$ cat config.mk
export PLATFORM = sky130hd
export DESIGN_NAME = mbx_sender
export DESIGN_NICKNAME = d
export VERILOG_FILES = /design/src/rtl/mbx_send_pkg.sv /design/src/rtl/mbx_round_ctr.sv /design/src/rtl/mbx_word_ctr.sv /design/src/rtl/mbx_tx_fsm.sv /design/src/rtl/mbx_sender.sv
export SDC_FILE = /design/constraint.sdc
export NUM_CORES = 1
export LEC_CHECK = 0
export BUFFER_PORTS_ARGS = -buffer_cell sky130_fd_sc_hd__buf_2
export CORE_MARGIN = 2
export CORE_UTILIZATION = 30
export DETAILED_ROUTE_END_ITERATION = 6
export SLEW_MARGIN = 15
export SYNTH_ARGS = -nofsm -noshare
export SYNTH_HDL_FRONTEND = slang
export SYNTH_SLANG_ARGS = --single-unit
$ cat constraint.sdc
create_clock -name clk -period 2.4 [get_ports clk]
set_input_delay 0.48 -clock clk [delete_from_list [all_inputs] [get_ports clk]]
set_output_delay 0.48 -clock clk [all_outputs]
set_load 0.03 [all_outputs]
$ cat src/rtl/mbx_send_pkg.sv
package mbx_send_pkg;

    typedef enum logic [2:0] {
        ST_IDLE,
        ST_REQ,
        ST_LEN,
        ST_PAY,
        ST_NOTE,
        ST_POLL
    } tx_state_e;

    typedef struct packed {
        logic load;
        logic adv;
        logic rewind;
    } tx_ctl_t;

    localparam logic [31:0] DOORBELL  = 32'd1234;
    localparam int          MIN_CHANS = 3;

    // Number of 4-byte words needed to hold n bytes.
    function automatic logic [32:0] words_for(input logic [31:0] n);
        logic [32:0] padded;
        padded = {1'b0, n} + 33'd3;
        return padded >> 2;
    endfunction

endpackage

$ cat src/rtl/mbx_round_ctr.sv
module mbx_round_ctr
    import mbx_send_pkg::*;
#(
    parameter int CH_W = 7
) (
    input  logic            clk,
    input  logic            rst,
    input  logic            load,
    input  logic            adv,
    input  logic            rewind,
    input  logic [CH_W:0]   cfg_chans,
    output logic [CH_W-1:0] chan,
    output logic [CH_W-1:0] ctrl_idx,
    output logic            next_is_ctrl,
    output logic            chan_zero,
    output logic            cfg_short
);
    localparam logic [CH_W:0] MIN_CFG = (CH_W+1)'(MIN_CHANS);

    always_ff @(posedge clk) begin
        if (rst) begin
            chan     <= '0;
            ctrl_idx <= '0;
        end else if (load) begin
            // channel 0 takes the length word, payload begins at 1
            chan     <= CH_W'(1);
            ctrl_idx <= CH_W'(cfg_chans - 1'b1);
        end else if (rewind) begin
            chan <= '0;
        end else if (adv) begin
            chan <= chan + CH_W'(1);
        end
    end

    assign next_is_ctrl = (chan + CH_W'(1)) == ctrl_idx;
    assign chan_zero    = (chan == '0);
    assign cfg_short    = (cfg_chans < MIN_CFG);

endmodule

$ cat src/rtl/mbx_word_ctr.sv
module mbx_word_ctr
    import mbx_send_pkg::*;
#(
    parameter int LEN_W = 16
) (
    input  logic             clk,
    input  logic             rst,
    input  logic             load,
    input  logic             dec,
    input  logic [LEN_W-1:0] msg_len,
    output logic             left_zero
);
    localparam int WC_W = LEN_W - 1;

    logic [WC_W-1:0] remaining;
    logic [32:0]     words_full;

    assign words_full = words_for(32'(msg_len));

    always_ff @(posedge clk) begin
        if (rst) begin
            remaining <= '0;
        end else if (load) begin
            remaining <= words_full[WC_W-1:0];
        end else if (dec) begin
            remaining <= remaining - WC_W'(1);
        end
    end

    assign left_zero = (remaining == '0);

endmodule

$ cat src/rtl/mbx_tx_fsm.sv
module mbx_tx_fsm
    import mbx_send_pkg::*;
(
    input  logic      clk,
    input  logic      rst,
    input  logic      start,
    input  logic      cfg_short,
    input  logic      acc_rdy,
    input  logic      pay_valid,
    input  logic      left_zero,
    input  logic      next_is_ctrl,
    input  logic      chan_zero,
    input  logic      st_zero,
    output tx_state_e state,
    output tx_ctl_t   ctl,
    output logic      pay_ready,
    output logic      acc_req,
    output logic      done,
    output logic      err
);
    always_ff @(posedge clk) begin
        if (rst) begin
            state   <= ST_IDLE;
            acc_req <= 1'b0;
            done    <= 1'b0;
            err     <= 1'b0;
        end else begin
            done <= 1'b0;
            err  <= 1'b0;
            unique case (state)
                ST_IDLE: begin
                    if (start) begin
                        if (cfg_short) begin
                            err <= 1'b1;
                        end else begin
                            state   <= ST_REQ;
                            acc_req <= 1'b1;
                        end
                    end
                end
                ST_REQ:  if (acc_rdy) state <= ST_LEN;
                ST_LEN:  state <= ST_PAY;
                ST_PAY: begin
                    if (left_zero) begin
                        if (chan_zero) begin
                            state   <= ST_IDLE;
                            acc_req <= 1'b0;
                            done    <= 1'b1;
                        end else begin
                            state <= ST_NOTE;
                        end
                    end else if (pay_valid && next_is_ctrl) begin
                        state <= ST_NOTE;
                    end
                end
                ST_NOTE: state <= ST_POLL;
                ST_POLL: if (st_zero) state <= ST_PAY;
                default: state <= ST_IDLE;
            endcase
        end
    end

    always_comb begin
        ctl.load   = (state == ST_IDLE) && start && !cfg_short;
        ctl.adv    = (state == ST_PAY) && pay_valid && !left_zero;
        ctl.rewind = (state == ST_POLL) && st_zero;
        pay_ready  = (state == ST_PAY) && !left_zero;
    end

endmodule

$ cat src/rtl/mbx_sender.sv
module mbx_sender
    import mbx_send_pkg::*;
#(
    parameter int CH_W  = 7,
    parameter int LEN_W = 16,
    parameter int DW    = 32
) (
    input  logic             clk,
    input  logic             rst,
    input  logic             start,
    input  logic [LEN_W-1:0] msg_len,
    input  logic [CH_W:0]    cfg_chans,
    input  logic [DW-1:0]    pay_data,
    input  logic             pay_valid,
    output logic             pay_ready,
    output logic             acc_req,
    input  logic             acc_rdy,
    output logic             ch_wr,
    output logic [CH_W-1:0]  ch_idx,
    output logic [DW-1:0]    ch_wdata,
    output logic             st_rd,
    output logic [CH_W-1:0]  st_idx,
    input  logic [DW-1:0]    st_rdata,
    output logic             done,
    output logic             err
);
    tx_state_e       state;
    tx_ctl_t         ctl;
    logic [CH_W-1:0] chan;
    logic [CH_W-1:0] ctrl_idx;
    logic            next_is_ctrl;
    logic            chan_zero;
    logic            cfg_short;
    logic            left_zero;
    logic            st_zero;
    logic [LEN_W-1:0] len_q;

    always_ff @(posedge clk) begin
        if (rst) begin
            len_q <= '0;
        end else if (ctl.load) begin
            len_q <= msg_len;
        end
    end

    mbx_round_ctr #(.CH_W(CH_W)) u_round (
        .clk          (clk),
        .rst          (rst),
        .load         (ctl.load),
        .adv          (ctl.adv),
        .rewind       (ctl.rewind),
        .cfg_chans    (cfg_chans),
        .chan         (chan),
        .ctrl_idx     (ctrl_idx),
        .next_is_ctrl (next_is_ctrl),
        .chan_zero    (chan_zero),
        .cfg_short    (cfg_short)
    );

    mbx_word_ctr #(.LEN_W(LEN_W)) u_words (
        .clk       (clk),
        .rst       (rst),
        .load      (ctl.load),
        .dec       (ctl.adv),
        .msg_len   (msg_len),
        .left_zero (left_zero)
    );

    mbx_tx_fsm u_fsm (
        .clk          (clk),
        .rst          (rst),
        .start        (start),
        .cfg_short    (cfg_short),
        .acc_rdy      (acc_rdy),
        .pay_valid    (pay_valid),
        .left_zero    (left_zero),
        .next_is_ctrl (next_is_ctrl),
        .chan_zero    (chan_zero),
        .st_zero      (st_zero),
        .state        (state),
        .ctl          (ctl),
        .pay_ready    (pay_ready),
        .acc_req      (acc_req),
        .done         (done),
        .err          (err)
    );

    // Channel write port: length word, payload, or doorbell ring.
    always_comb begin
        ch_wr    = 1'b0;
        ch_idx   = '0;
        ch_wdata = '0;
        unique case (state)
            ST_LEN: begin
                ch_wr    = 1'b1;
                ch_wdata = DW'(len_q);
            end
            ST_PAY: begin
                ch_wr    = pay_valid && !left_zero;
                ch_idx   = chan;
                ch_wdata = pay_data;
            end
            ST_NOTE: begin
                ch_wr    = 1'b1;
                ch_idx   = ctrl_idx;
                ch_wdata = DW'(DOORBELL);
            end
            default: ;
        endcase
    end

    assign st_rd   = (state == ST_POLL);
    assign st_idx  = ctrl_idx;
    assign st_zero = (st_rdata == '0);

endmodule

After elaboration in Yosys (flattened, before gate mapping)
Cells that the tools add are included.
{"block": "classes", "add_sub_neg": 4, "magnitude_cmp": 1, "eq_ne": 13, "n_mux": 23, "n_bitwise": 4, "reduce_logical": 23}
{"operator": "32-bit one-hot mux with 3 select lines", "n": 1}
{"operator": "32-bit logical NOT", "n": 1}
{"operator": "15-bit two-way mux", "n": 2}
{"operator": "3-bit two-way mux", "n": 7}
{"operator": "3-bit one-hot mux with 6 select lines", "n": 1}
{"operator": "16-bit by 2-bit adder with 17-bit output (second input constant)", "n": 1}
{"operator": "15-bit logical NOT", "n": 1}
{"operator": "15-bit by 1-bit subtractor with 15-bit output (second input constant)", "n": 1}
{"operator": "7-bit one-hot mux with 2 select lines", "n": 1}
{"operator": "5-bit AND reduction", "n": 2}
{"operator": "1-bit two-way mux", "n": 9}
{"operator": "3-bit OR reduction", "n": 3}
{"operator": "1-bit logical AND", "n": 8}
{"operator": "8-bit by 2-bit < comparator with 1-bit output (second input constant)", "n": 1}
{"operator": "2-bit != test (second input constant)", "n": 4}
{"operator": "7-bit by 1-bit adder with 7-bit output (second input constant)", "n": 1}
{"operator": "7-bit == test", "n": 1}
{"operator": "7-bit logical NOT", "n": 1}
{"operator": "7-bit by 1-bit subtractor with 7-bit output (second input constant)", "n": 1}
{"operator": "3-bit by 2-bit == test with 1-bit output (second input constant)", "n": 2}
{"operator": "3-bit == test (second input constant)", "n": 2}
{"operator": "2-bit by 1-bit != test with 1-bit output (second input constant)", "n": 2}
{"operator": "1-bit inverter", "n": 4}
{"operator": "1-bit one-hot mux with 2 select lines", "n": 2}
{"operator": "other kinds (7)", "n": 9}
{"block": "totals", "register_bits": 51, "in_bits": 93, "output_inout_bits": 52, "wordCells": 77}

Logic depth before layout (Yosys ltp)
Gate-level depths: netlist of the first run.
{"block": "depth", "word_depth": 6, "depth_mapped": 10}

Hierarchy
Synthesis of the first run repeated with hierarchy kept, for this count alone.
{"block": "hier_totals", "cells_unflattened": 404, "area_unflattened_um2": 3323.2}
{"module": "mbx_sender", "instances": 1, "cells_each": 137, "area_each_um2": 1156.1}
{"module": "mbx_word_ctr", "instances": 1, "cells_each": 121, "area_each_um2": 983.4}
{"module": "mbx_round_ctr", "instances": 1, "cells_each": 102, "area_each_um2": 848.3}
{"module": "mbx_tx_fsm", "instances": 1, "cells_each": 44, "area_each_um2": 335.3}

Least setup slack after synthesis of the first run
Ideal clock, no wire load.
{"block": "synth_path", "path_kind": "input to register", "from": "in cfg_chans[5]", "to": "reg u_words.remaining[14]", "setup_time_ps": 130, "t_arrival_ps": 2127, "required_time_ps": 2270, "path_slack_ps": 143, "path_stages": 7, "cell_sequence": "or4_4 or4_4 nor2b_4 buf_6 a31o_2 a21oi_1 nor3_2"}
{"block": "synth_via", "elab_chain_len": 4, "word_cells_on_any_way": 5}
{"element": "from (decl)", "line_no": "mbx_sender.sv:12", "rtl": "input logic [CH_W:0] cfg_chans,"}
{"element": "8-bit by 2-bit < comparator with 1-bit output (*)", "line_no": "mbx_round_ctr.sv:37", "rtl": "assign cfg_short = (cfg_chans < MIN_CFG);"}
{"element": "1-bit logical NOT (*)", "line_no": "mbx_tx_fsm.sv:64", "rtl": "ctl.load = (state == ST_IDLE) && start && !cfg_short;"}
{"element": "1-bit logical AND (*)", "line_no": "mbx_tx_fsm.sv:64"}
{"element": "15-bit two-way mux / 2-bit nonzero test (equally long branches)"}
{"element": "to (signal assigned)", "line_no": "mbx_word_ctr.sv:24", "rtl": "remaining <= words_full[WC_W-1:0];"}
{"element": "to (signal assigned)", "line_no": "mbx_word_ctr.sv:26", "rtl": "remaining <= remaining - WC_W'(1);"}
{"element": "to (decl)", "line_no": "mbx_word_ctr.sv:15", "rtl": "logic [WC_W-1:0] remaining;"}
Every way passes the cells marked *; elsewhere a longest branch is shown, timed or not.
A chain may end at the register's enable or synchronous reset.

Worst setup path after layout of the first run
{"block": "layout_path", "from": "reg u_words.remaining[1]", "to": "out ch_wr"}
{"block": "layout_via", "elab_chain_len": 4}
{"element": "15-bit logical NOT", "line_no": "mbx_word_ctr.sv:30", "rtl": "assign left_zero = (remaining == '0);"}
{"element": "1-bit logical NOT", "line_no": "mbx_sender.sv:99", "rtl": "ch_wr = pay_valid && !left_zero;"}
{"element": "1-bit logical AND", "line_no": "mbx_sender.sv:99"}
{"element": "1-bit one-hot mux with 2 select lines", "line_no": "mbx_sender.sv:93", "rtl": "unique case (state)"}
{"element": "to (decl)", "line_no": "mbx_sender.sv:18", "rtl": "output logic ch_wr,"}
No other way between the ends.

==> flow_metrics.py, run 1 <==
metrics = {
    "clock_network": {
        "root_buffer": "clkbuf_8",
        "cts_tree": "built",
        "htree_levels": 2,
        "clkTransAtPathRegs_ns": 0.09,
        "hold_buffers": 0,
        "ctsLongestPathBuffers": 2,
        "cts_sinks": 51,
        "numCtsBuffers": 5,
        "clock_latency_ns": 0.31,
    },
    "worst_setup_path": {
        "path_max_fanout": 6,
        "required_ns": 1.92,
        "worstPathCellList": "inv_1, ha_1, nor4b_4, nand4_1, buf_6, nand3_1, o21ai_1, buf_4",
        "critPathBufInv": 3,
        "crit_family": "simple AND/OR/NAND/NOR gates",
        "path_class": "reg -> out",
        "cp-start-kind": "register",
        "rrSetupSlack_ns": 0.22,
        "arrival_ns": 1.86,
        "cpPeakStageDelay_ns": 0.33,
        "slowest_stage": "dfxtp_1",
        "end_kind": "output pin",
    },
    "synth": {
        "synthCells": 441,
        "ys_seq_elements": 51,
        "ys_dominant_reg_cell": "dfxtp_1",
        "yosys-top-cells-area": "dfxtp_1, nand2_1, nor2_1",
        "yosys.cell_types.count": 56,
        "yosysWarnings": 0,
        "syn_avg_cell_area_sq_um": 7.65,
        "synth_top_area_share_pct": 30.3,
        "syn_nets": 539,
        "post-synth-top-area-cell": "dfxtp_1",
        "seq_area_frac_synth_pct": 30.3,
        "synth_edf_count": 0,
        "syn_area_sq_um": 3370,
        "synthArstFlopShare_pct": 0,
    },
    "pwr": {
        "pwr-share-comb_pct": 52.3,
        "clock_power_share_pct": 15.9,
        "total_power_w": 0.00381,
        "powerDensity_nw_per_um2": 841,
        "leakagePower_nw": 1.98,
        "p_seq_share_pct": 31.8,
        "max-vdd-ir-drop_mv": 0.335,
        "switching_share_pct": 42.7,
        "p_sw_w": 0.00163,
        "internal_power_w": 0.00218,
    },
    "timing": {
        "skew_ns": 0.00986,
        "setup_viol": 0,
        "slew-limit-headroom_pct": 53.7,
        "period_share_pct": 97.7,
        "fin_hold_ws_ns": 0.436,
        "finalCriticalPeriod_ns": 2.34,
        "final_hold_viol_count": 0,
        "layout_setup_ws_ns": 0.0553,
        "rsz0062_at_grt": "yes",
        "worst_pin_slew_ns": 0.691,
        "max_freq_mhz": 427,
        "slew_viol_final": 0,
    },
    "floorplanning": {
        "boundaryPins": 145,
        "die_area_sq_um": 12100,
        "num_rows": 38,
        "coreArea_sq_um": 10900,
        "die_w_um": 110,
        "die_y_um": 110,
        "initial_core_util_pct": 31.0,
    },
    "routing": {
        "drcViolationCount": 0,
        "firstDrtPassIters": 4,
        "drt_wl_total_um": 10100,
        "drt_iter0_drc": 198,
        "num_vias": 3652,
        "top_layer": "met4",
        "wl_met1_um": 4550,
        "wl_per_cell_um": 13.8,
        "route.met3.wl_um": 666,
        "wl_met2_um": 4790,
        "antenna_left": 0,
        "vias_per_cell": 4.99,
    },
    "global_route": {
        "grt_pass1_vias": 3463,
        "grt_max_degree": 32,
        "gr-total-overflow": 0,
        "antenna_found_initial": 0,
        "grt.total_usage_pct": 16.7,
        "grt_pass1_wl_um": 16100,
    },
    "placement": {
        "routabilityCongestion": 0.883,
        "dp_slack_ns": -0.0645,
        "port_buffers": 144,
        "postPlaceCellArea_sq_um": 4350,
        "dp_hpwl_um": 8080,
    },
    "layout": {
        "final_util_pct": 41.6,
        "antenna_cells": 0,
        "syn_to_final_growth_pct": 34.3,
        "drive_gt1_share_pct": 33.4,
        "final_cell_mix": "buf_2, nand2_1, nor2_1",
        "layout_commonest_cell": "buf_2",
        "nets": 689,
        "fin_area_sq_um": 4530,
    },
    "worst_hold_path": {
        "hold_path_class": "in -> reg",
    },
    "run_status": {
        "run_status": "finished clean",
    },
    "flow_run": {
        "drv_cap": 0,
    },
}
## flip-flops by register name (all words and copies together) (netlist names)
| name | flops |
|---|---|
| len_q | 16 |
| u_fsm.err | 1 |
| u_round.ctrl_idx | 7 |
| u_round.chan | 7 |
| u_fsm.done | 1 |
| u_words.remaining | 15 |
| u_fsm.state | 3 |
| u_fsm.acc_req | 1 |
## area by class of cell
cell class,instances,area [sq um]
Clock buffer,5,68.8
Tap cell,140,175
Timing Repair Buffer,169,955
Fill cell,1114,6360
Clock inverter,3,43.8
Sequential cell,51,1020
Multi-Input combinational cell,352,2220
Inverter,12,45.0
## power groups by stage
stage	registers (W)	logic, W	clock network (W)
after global routing	0.00123	0.00217	0.000665
after CTS	0.00120	0.00196	0.000626
final	0.00121	0.00199	0.000606
after detailed placement	0.00121	0.00190	0
after floorplan	0.00126	0.00121	0
after global placement	0.00121	0.00187	0
## path summary, 6_finish.rpt
check	to	cells after the start	from
min reg2reg	len_q[1]	2	len_q[1]
max	ch_wr	8	u_words.remaining[1]
min	len_q[8]	3	msg_len[8]
max reg2reg	u_words.remaining[10]	8	u_words.remaining[0]
## cells in the mapped netlist (3+ instances only)
cell type	number
clkbuf_1	15
nor4_1	11
nand2_1	58
nor2b_1	7
a211oi_1	18
xor2_1	20
dfxtp_1	51
nor2_1	52
nand3b_1	4
nor4b_1	4
nor3_1	9
a21oi_1	26
or3_1	3
nand2b_1	5
a22o_1	3
ha_1	5
xnor2_1	19
nand4_1	8
o21ai_0	19
and2_1	17
buf_2	7
nand4b_1	3
inv_1	12
a31oi_1	5
mux2i_1	16
nand3_1	7
## cell families (layout without fill, tap and decap cells)
family	count (synthesis)	in the layout	synth area share, %
buf+inv	38	189	4.93
simple gates	203	203	31.1
compound gates	88	88	16.6
fa+ha+maj	5	5	1.86
mux	17	17	5.08
flops	51	51	30.3
xor+xnor	39	39	10.1
## worst reg2reg max path: cells and delay by family, from the launching register on
family	cells	cell delay (ns)
AND/OR/NAND/NOR	4	1.10
flip-flops	1	0.34
adder cells (fa/ha/maj)	1	0.22
XOR/XNOR	1	0.18
AO/OA/AOI/OAI	1	0.22
buffers and inverters	1	0.04
## metrics by stage
stage	cells	setup TNS, ns
after global routing	732	-0.159
final	732	0
after global placement	721	0
after CTS	732	0
after floorplan	441	0
after detailed placement	721	-0.140
## metal layers
| metal | global-route usage (%) | up-vias |
|---|---|---|
| met5 | 0 | - |
| met4 | 4.25 | 0 |
| met3 | 3.76 | 10 |
| met2 | 28.7 | 116 |
| met1 | 21.1 | 1674 |
| li1 | - | 1852 |
## timing repair
item / in CTS / in global routing
pin swaps: 1 / 1
setup buffers: 3 / 0
resized for setup: 3 / 11
setup endpoints to repair: 6 / 7
Note: power is estimated with default switching activity, not from simulation.
==> run 2: changes to the inputs <==
--- a/config.mk
+++ b/config.mk
@@ -8,7 +8,9 @@
 export BUFFER_PORTS_ARGS = -buffer_cell sky130_fd_sc_hd__buf_2
 export CORE_MARGIN = 2
 export CORE_UTILIZATION = 30
+export CTS_BUF_LIST = sky130_fd_sc_hd__clkbuf_8
 export DETAILED_ROUTE_END_ITERATION = 6
+export PLACE_DENSITY = 0.61
 export SLEW_MARGIN = 15
 export SYNTH_ARGS = -nofsm -noshare
 export SYNTH_HDL_FRONTEND = slang
==> constraint.sdc (replaced) <==
create_clock -name clk -period 2.4 [get_ports clk]
set_input_delay 0.48 -clock clk [delete_from_list [all_inputs] [get_ports clk]]
set_output_delay 0.48 -clock clk [all_outputs]
set_load 0.005 [all_outputs]
==> flow_metrics.py, run 2 (same netlist as run 1, synthesis figures left out) <==
metrics = {
    "layout": {
        "reg_top3": "len_q: 16 flops, u_words.remaining: 15 flops",
        "syn_to_final_growth_pct": 32.9,
        "layout.cells.non_filler": 726,
        "drive_gt1_share_pct": 32.6,
        "top_register": "len_q",
        "fillers": 1107,
        "final_cell_mix": "buf_2, nand2_1, nor2_1",
        "layout_commonest_cell": "buf_2",
        "largest_reg_flops": 16,
        "antenna_cells": 0,
        "nets": 684,
    },
    "floorplanning": {
        "coreArea_sq_um": 10900,
        "boundaryPins": 145,
        "die_w_um": 110,
        "initial_core_util_pct": 31.0,
        "num_rows": 38,
        "die_area_sq_um": 12100,
        "die_y_um": 110,
    },
    "pwr": {
        "powerDensity_nw_per_um2": 778,
        "leakagePower_nw": 1.95,
        "max-vdd-ir-drop_mv": 0.339,
    },
    "global_route": {
        "grt_pass1_vias": 3563,
        "grt_max_degree": 32,
        "antenna_found_initial": 0,
        "grt.total_usage_pct": 17.0,
        "gr-total-overflow": 0,
        "grt_pass1_wl_um": 16500,
    },
    "clock_network": {
        "ctsLongestPathBuffers": 2,
        "hold_buffers": 0,
        "root_buffer": "clkbuf_8",
        "clock_latency_ns": 0.30,
        "clkTransAtPathRegs_ns": 0.09,
        "cts_tree": "built",
        "htree_levels": 2,
        "cts_sinks": 51,
        "numCtsBuffers": 5,
    },
    "worst_setup_path": {
        "crit_family": "simple AND/OR/NAND/NOR gates",
        "worstPathCellList": "inv_1, ha_2, nor4b_4, nand4_1, buf_6, nand3_1, o21ai_0, buf_2",
        "end_kind": "output pin",
        "critPathBufInv": 3,
        "path_max_fanout": 4,
        "arrival_ns": 1.85,
        "path_class": "reg -> out",
        "cpPeakStageDelay_ns": 0.32,
        "slowest_stage": "dfxtp_1",
        "required_ns": 1.92,
        "cp-start-kind": "register",
    },
    "routing": {
        "drt_iter0_drc": 221,
        "wl_per_cell_um": 14.0,
        "drcViolationCount": 0,
        "num_vias": 3637,
        "antenna_left": 0,
        "firstDrtPassIters": 4,
        "vias_per_cell": 5.01,
        "drt_wl_total_um": 10200,
    },
    "placement": {
        "dp.cells": 715,
        "dp_slack_ns": -0.0388,
        "dp_hpwl_um": 7900,
        "port_buffers": 144,
        "routabilityCongestion": 0.925,
    },
    "timing": {
        "tns_ns": 0,
        "fin_hold_ws_ns": 0.413,
        "rsz0062_at_grt": "yes",
        "slew_viol_final": 0,
        "max_freq_mhz": 430,
        "finalCriticalPeriod_ns": 2.33,
        "worst_pin_slew_ns": 0.698,
        "slew-limit-headroom_pct": 53.2,
        "layout_setup_ws_ns": 0.0749,
        "skew_ns": 0.00768,
        "final_hold_viol_count": 0,
        "setup_viol": 0,
        "period_share_pct": 96.9,
    },
    "worst_hold_path": {
        "hold_path_class": "in -> reg",
    },
    "run_status": {
        "run_status": "finished clean",
    },
    "flow_run": {
        "drv_cap": 0,
    },
}
## run 2: cell count changes in the layout (fill, tap and decap cells not counted), sizes merged
cell,delta
buf,-5
inv,+1
clkinv,-2
## run 2: final timing paths
| check | startpoint | to | slack, ns | depth (start not counted) |
|---|---|---|---|---|
| max reg2reg | u_round.chan[0] | u_fsm.state[2] | 0.21 | 8 |
| min | cfg_chans[0] | u_round.ctrl_idx[0] | 0.41 | 2 |
| min reg2reg | len_q[0] | len_q[0] | 0.47 | 2 |
| max | u_words.remaining[1] | ch_wr | 0.07 | 8 |
## run 2: area by class of cell
type | instances | area (sq um) | area share [%]
Tap cell | 140 | 175 | 3.91
Inverter | 12 | 45.0 | 1.00
Clock buffer | 5 | 68.8 | 1.54
Clock inverter | 2 | 33.8 | 0.754
Timing Repair Buffer | 164 | 912 | 20.3
Sequential cell | 51 | 1020 | 22.8
Multi-Input combinational cell | 352 | 2230 | 49.7
## run 2: timing repair
item	4_1_cts	5_1_grt
setup buffers	0	4
pin swaps	0	5
endpoints found under the hold margin	0	0
gates resized for setup	4	7
endpoints found under the setup margin	7	9
## run 2: report_power, final
group	total, W	internal (W)	switching, W
registers	0.00123	0.00103	0.000207
logic	0.00167	0.000782	0.000893
clock network	0.000578	0.000302	0.000276
## run 2: through the flow
step / total power, W / instance area (sq um) / util (%)
5_1_grt: 0.00375 / 4480 / 41.2
6_report: 0.00349 / 4480 / 41.2
3_3_place_gp: 0.00276 / 4300 / 39.5
2_1_floorplan: 0.00223 / 3370 / -
3_5_place_dp: 0.00280 / 4300 / 39.5
4_1_cts: 0.00341 / 4430 / 40.7
## run 2: layer usage
layer | wire, um | share of wire, % | global-route usage (%)
met5 | 0 | 0 | 0
met3 | 684 | 6.7 | 3.12
met2 | 4700 | 46 | 29.2
met1 | 4690 | 46 | 22.2
met4 | 76 | 0.75 | 3.53
## run 2: worst register-to-register path: cells and delay by family, from the launching register on
family          cells  cell delay [ns]
compound gates      4             0.93
xor+xnor            1             0.16
fa+ha+maj           1             0.33
buf+inv             1             0.11
flops               1             0.40
simple gates        1             0.17
